### src/rtl/audio_cmd_pkg.sv
package audio_cmd_pkg;
   // Quarter-dB weights of the attenuation and gain steps
   localparam int unsigned QDB_COARSE = 40;
   localparam int unsigned QDB_FINE   = 5;
   localparam int unsigned QDB_GAIN   = 25;
   localparam int unsigned QDB_TONE   = 8;
   localparam int unsigned QDB_TONE_MAX = 56;

   typedef enum logic [2:0] {
      K_VOLUME,
      K_SPEAKER,
      K_SWITCH,
      K_BASS,
      K_TREBLE
   } cmd_kind_e;
endpackage

### src/rtl/acd_classify.sv
module acd_classify
   import audio_cmd_pkg::*;
#(
   parameter int SPK_SEL_W = 2,
   localparam int NSPK = 1 << SPK_SEL_W
) (
   input  logic            valid,
   input  logic [7:0]      byte_in,
   output logic            ld_vol,
   output logic [NSPK-1:0] ld_spk,
   output logic            ld_sw,
   output logic            ld_bass,
   output logic            ld_treble,
   output logic            bad_sel
);
   cmd_kind_e kind;

   // Variable-length prefix decode: 1xx, 00, 010, 011x
   always_comb begin
      if (byte_in[7])                 kind = K_SPEAKER;
      else if (!byte_in[6])           kind = K_VOLUME;
      else if (!byte_in[5])           kind = K_SWITCH;
      else if (!byte_in[4])           kind = K_BASS;
      else                            kind = K_TREBLE;
   end

   always_comb begin
      ld_vol    = valid && (kind == K_VOLUME);
      ld_bass   = valid && (kind == K_BASS);
      ld_treble = valid && (kind == K_TREBLE);
      // Inputs 5..8 are reserved: bit 2 set flags the byte, no load
      ld_sw     = valid && (kind == K_SWITCH) && !byte_in[2];
      bad_sel   = valid && (kind == K_SWITCH) &&  byte_in[2];
      ld_spk    = '0;
      if (valid && kind == K_SPEAKER)
         ld_spk[byte_in[7-SPK_SEL_W +: SPK_SEL_W]] = 1'b1;
   end
endmodule

### src/rtl/acd_atten_ch.sv
module acd_atten_ch
   import audio_cmd_pkg::*;
#(
   parameter int CW = 3,
   parameter int FW = 3,
   parameter int QW = 10
) (
   input  logic                 clk,
   input  logic                 rst_n,
   input  logic                 load,
   input  logic [CW-1:0]        coarse_in,
   input  logic [FW-1:0]        fine_in,
   output logic [CW-1:0]        coarse,
   output logic [FW-1:0]        fine,
   output logic signed [QW-1:0] qdb,
   output logic                 all_ones
);
   // Reset to the deepest attenuation (all-ones code)
   always_ff @(posedge clk or negedge rst_n) begin
      if (!rst_n) begin
         coarse <= '1;
         fine   <= '1;
      end else if (load) begin
         coarse <= coarse_in;
         fine   <= fine_in;
      end
   end

   always_comb begin
      qdb      = QW'(0) - QW'(coarse) * QW'(QDB_COARSE) - QW'(fine) * QW'(QDB_FINE);
      all_ones = &{coarse, fine};
   end
endmodule

### src/rtl/acd_tone_ch.sv
module acd_tone_ch
   import audio_cmd_pkg::*;
#(
   parameter int        QW        = 10,
   parameter logic [3:0] FLAT_CODE = 4'b0111
) (
   input  logic                 clk,
   input  logic                 rst_n,
   input  logic                 load,
   input  logic [3:0]           code_in,
   output logic [3:0]           code,
   output logic signed [QW-1:0] qdb
);
   always_ff @(posedge clk or negedge rst_n) begin
      if (!rst_n)    code <= FLAT_CODE;
      else if (load) code <= code_in;
   end

   // Sign-magnitude: sign 0 counts up from -14 dB, sign 1 counts down from +14 dB
   always_comb begin
      if (code[3]) qdb = QW'(QDB_TONE_MAX) - QW'(code[2:0]) * QW'(QDB_TONE);
      else         qdb = QW'(code[2:0]) * QW'(QDB_TONE) - QW'(QDB_TONE_MAX);
   end
endmodule

### src/rtl/audio_cmd_decoder.sv
module audio_cmd_decoder
   import audio_cmd_pkg::*;
#(
   parameter int   QW            = 10,
   parameter int   SPK_SEL_W     = 2,
   parameter logic TONE_FLAT_POS = 1'b0,
   localparam int  NSPK          = 1 << SPK_SEL_W
) (
   input  logic                   clk,
   input  logic                   rst_n,
   input  logic                   cmd_valid,
   input  logic [7:0]             cmd_byte,
   output logic [2:0]             vol_coarse,
   output logic [2:0]             vol_fine,
   output logic signed [QW-1:0]   vol_qdb,
   output logic [2*NSPK-1:0]      spk_coarse,
   output logic [3*NSPK-1:0]      spk_fine,
   output logic [QW*NSPK-1:0]     spk_qdb,
   output logic [NSPK-1:0]        spk_mute,
   output logic [1:0]             sel_code,
   output logic [1:0]             gain_code,
   output logic signed [QW-1:0]   gain_qdb,
   output logic [3:0]             bass_code,
   output logic [3:0]             treble_code,
   output logic signed [QW-1:0]   bass_qdb,
   output logic signed [QW-1:0]   treble_qdb,
   output logic                   sel_err
);
   localparam logic [3:0] FLAT = TONE_FLAT_POS ? 4'b1111 : 4'b0111;

   // -78.75 dB needs -315 quarter-dB, which takes 10 signed bits
   if (QW < 10) begin : g_qw_check
      $error("QW must be at least 10");
   end
   if (SPK_SEL_W != 2) begin : g_spk_check
      $error("speaker index field is two bits wide");
   end

   logic            ld_vol, ld_sw, ld_bass, ld_treble, bad_sel;
   logic [NSPK-1:0] ld_spk;

   acd_classify #(.SPK_SEL_W(SPK_SEL_W)) u_cls (
      .valid     (cmd_valid),
      .byte_in   (cmd_byte),
      .ld_vol    (ld_vol),
      .ld_spk    (ld_spk),
      .ld_sw     (ld_sw),
      .ld_bass   (ld_bass),
      .ld_treble (ld_treble),
      .bad_sel   (bad_sel)
   );

   logic vol_ones;
   acd_atten_ch #(.CW(3), .FW(3), .QW(QW)) u_vol (
      .clk       (clk),
      .rst_n     (rst_n),
      .load      (ld_vol),
      .coarse_in (cmd_byte[5:3]),
      .fine_in   (cmd_byte[2:0]),
      .coarse    (vol_coarse),
      .fine      (vol_fine),
      .qdb       (vol_qdb),
      .all_ones  (vol_ones)
   );

   for (genvar i = 0; i < NSPK; i++) begin : g_spk
      logic signed [QW-1:0] q;
      acd_atten_ch #(.CW(2), .FW(3), .QW(QW)) u_att (
         .clk       (clk),
         .rst_n     (rst_n),
         .load      (ld_spk[i]),
         .coarse_in (cmd_byte[4:3]),
         .fine_in   (cmd_byte[2:0]),
         .coarse    (spk_coarse[2*i +: 2]),
         .fine      (spk_fine[3*i +: 3]),
         .qdb       (q),
         .all_ones  (spk_mute[i])
      );
      assign spk_qdb[QW*i +: QW] = q;
   end

   // Input switch latches and error pulse
   always_ff @(posedge clk or negedge rst_n) begin
      if (!rst_n) begin
         sel_code  <= 2'b00;
         gain_code <= 2'b11;
         sel_err   <= 1'b0;
      end else begin
         sel_err <= bad_sel;
         if (ld_sw) begin
            sel_code  <= cmd_byte[1:0];
            gain_code <= cmd_byte[4:3];
         end
      end
   end

   assign gain_qdb = QW'(QDB_GAIN) * QW'(2'd3 - gain_code);

   acd_tone_ch #(.QW(QW), .FLAT_CODE(FLAT)) u_bass (
      .clk     (clk),
      .rst_n   (rst_n),
      .load    (ld_bass),
      .code_in (cmd_byte[3:0]),
      .code    (bass_code),
      .qdb     (bass_qdb)
   );

   acd_tone_ch #(.QW(QW), .FLAT_CODE(FLAT)) u_treble (
      .clk     (clk),
      .rst_n   (rst_n),
      .load    (ld_treble),
      .code_in (cmd_byte[3:0]),
      .code    (treble_code),
      .qdb     (treble_qdb)
   );

   logic unused_ok;
   assign unused_ok = vol_ones;
endmodule

### config.mk
export PLATFORM = sky130hd
export DESIGN_NAME = audio_cmd_decoder
export DESIGN_NICKNAME = d
export VERILOG_FILES = /design/src/rtl/audio_cmd_pkg.sv /design/src/rtl/acd_classify.sv /design/src/rtl/acd_atten_ch.sv /design/src/rtl/acd_tone_ch.sv /design/src/rtl/audio_cmd_decoder.sv
export SDC_FILE = /design/constraint.sdc
export NUM_CORES = 1
export LEC_CHECK = 0
export BUFFER_PORTS_ARGS = -buffer_cell sky130_fd_sc_hd__buf_2
export CAP_MARGIN = 20
export CORE_ASPECT_RATIO = 0.5
export CORE_MARGIN = 2
export CORE_UTILIZATION = 56
export DETAILED_ROUTE_END_ITERATION = 8
export PLACE_DENSITY = 0.94
export SLEW_MARGIN = 5
export SYNTH_ARGS = -nofsm -noshare
export SYNTH_HDL_FRONTEND = slang
export SYNTH_HIERARCHICAL = 1
export SYNTH_SLANG_ARGS = --single-unit
### constraint.sdc
create_clock -name clk -period 6.4 [get_ports clk]
set_clock_uncertainty 0.15 [all_clocks]
set_input_delay 1.28 -clock clk [delete_from_list [all_inputs] [get_ports clk]]
set_output_delay 1.28 -clock clk [all_outputs]
set_load 0.05 [all_outputs]
==> metrics.csv <==
metric,value,unit
status,finished clean,
antenna_found_initial,0,
grt_max_degree,40,
path_class,flip-flop to primary output,
cts.htree.levels,2,
rsz0062_at_grt,false,
crit_start,u_vol/coarse[2]$_DFFE_PN1P_,
max-slew-margin-rel,0.361,
grt_pass1_vias,3265,
finalHoldViolations,0,
io-pin-count,134,
dr.pass1.iters,5,
cts-root-buf,clkbuf_16,
grt-ovfl-total,0,
crit_path_end,vol_qdb[9],
gp_congestion,0.854,
cts_buffers,5,
worstSetupStartpointType,flip-flop,
setup-tns-final,0,ns
final.fill_count,532,
drt_iter0_markers,122,
postCtsResizedCells,0,
slew_violations,0,
synth_area,0.00404,mm²
reg2reg_setup_slack,5.26,ns
place_hpwl,7.36,mm
reg2reg_from,g_spk[0].u_att/coarse[0]$_DFFE_PN1P_,
critPathRequiredTime,4.97,ns
fin_cells,633,
drt_wl_total,9.36,mm
postSynthAreaPerCell,9.40,µm²
ys_warn_count,6,
area_growth,17.9,%
synth_cells,430,
cts_setup_buffers,0,
hold_buffers,0,
std_cell_rows,21,
clk_latency,0.28,ns
crit_path_max_fanout,5,
end_kind,primary output,
dieWidth,124,µm
ant_nets,0,
core-area,0.00683,mm²
fin_crit,4.41,ns
timing.fmax,227,MHz
num_vias,3386,
die_h,64.1,µm
maxCapViolations,0,
finalSetupViolations,0,
reg2reg_to,g_spk[0].u_att/coarse[0]$_DFFE_PN1P_,
clock_sinks,39,
rr_worst_depth,2,
path_clk_slew,0.05,ns
grt_pass1_wl,15.3,mm
nNetsFinal,631,
cts_tree,done,
crit_arrival,2.98,ns
tightest_slew,0.956,ns
wl_per_cell,14.8,µm
drive_gt1_frac,0.366,
clock_path_buffers,2,
antenna_cells,0,
via_per_inst,5.35,
layout_worst_path_cycle_share,0.689,
portBuffers,123,
grt.total_usage,0.242,
drc_errors,0,
hp-class,flip-flop to flip-flop,
start_util,0.591,
dieArea,0.00795,mm²
dpl.cell_count,625,
-- layout by cell type (no fill, tap or decap), types with 9 or more instances in the layout --
| cell type | count |
|---|---|
| a21oi_1 | 9 |
| xnor2_1 | 16 |
| inv_1 | 53 |
| fa_1 | 9 |
| o21ai_0 | 35 |
| conb_1 | 10 |
| mux2_2 | 13 |
| nor2_1 | 11 |
| dfstp_2 | 34 |
| buf_2 | 123 |
| nand2_1 | 36 |
| nand2b_1 | 10 |
| xor2_1 | 13 |
| ha_1 | 71 |
-- how the worst min path moves through the flow --
stage / from / to / cells after the start
2_1_floorplan: u_vol/fine[1]$_DFFE_PN1P_ / u_vol/fine[1]$_DFFE_PN1P_ / 2
3_3_place_gp: sel_code[0]$_DFFE_PN0P_ / sel_code[0]$_DFFE_PN0P_ / 1
3_5_place_dp: sel_code[0]$_DFFE_PN0P_ / sel_code[0]$_DFFE_PN0P_ / 1
4_1_cts: sel_code[0]$_DFFE_PN0P_ / sel_code[0]$_DFFE_PN0P_ / 1
5_1_grt: sel_code[0]$_DFFE_PN0P_ / sel_code[0]$_DFFE_PN0P_ / 1
6_report: sel_code[0]$_DFFE_PN0P_ / sel_code[0]$_DFFE_PN0P_ / 1
-- per-stage QoR --
stage               setup WS, ns  hold slack (ns)   util  cell area [µm²]
finish                      1.99            0.363  0.697             4760
detailed placement          2.30            0.353  0.677             4630
floorplan                   1.49            0.475      -             4070
CTS                         1.99            0.365  0.697             4760
global placement            2.33            0.341  0.677             4630
global route                1.82            0.387  0.697             4760
-- metal layers --
layer	part of all wire	GRT usage	vias up
li1	-	-	1657
met1	0.44	0.298	1642
met2	0.51	0.442	75
met3	0.031	0.0321	12
met4	0.013	0.0702	0
met5	0	0	-
-- sequential cells by signal, summed over array words and instances, names as in the netlist --
| register | count |
|---|---|
| sel_code | 2 |
| gain_code | 2 |
| u_vol/coarse | 3 |
| g_spk.u_att/coarse | 8 |
| u_treble/code | 4 |
| u_bass/code | 4 |
| g_spk.u_att/fine | 12 |
| sel_err | 1 |
| u_vol/fine | 3 |
-- critical path, stage by stage (launching register included) --
cell	delay, ns
dfstp_2	0.57
ha_1	0.24
ha_1	0.27
inv_1	0.04
ha_1	0.28
ha_1	0.35
o211ai_2	0.12
or4_1	0.46
and3_1	0.15
buf_2	0.20
-- cell type report --
type / count / area, µm² / share of cell area
clock buffers: 8 / 136 / 0.0286
inverters: 54 / 203 / 0.0425
flip-flops and latches: 39 / 1020 / 0.214
multi-input cells: 317 / 2680 / 0.562
repair buffers: 123 / 616 / 0.129
well taps: 92 / 115 / 0.0242
Power is not shown: default switching activity piles up to over one toggle a cycle in this logic, so the estimate is an artifact.
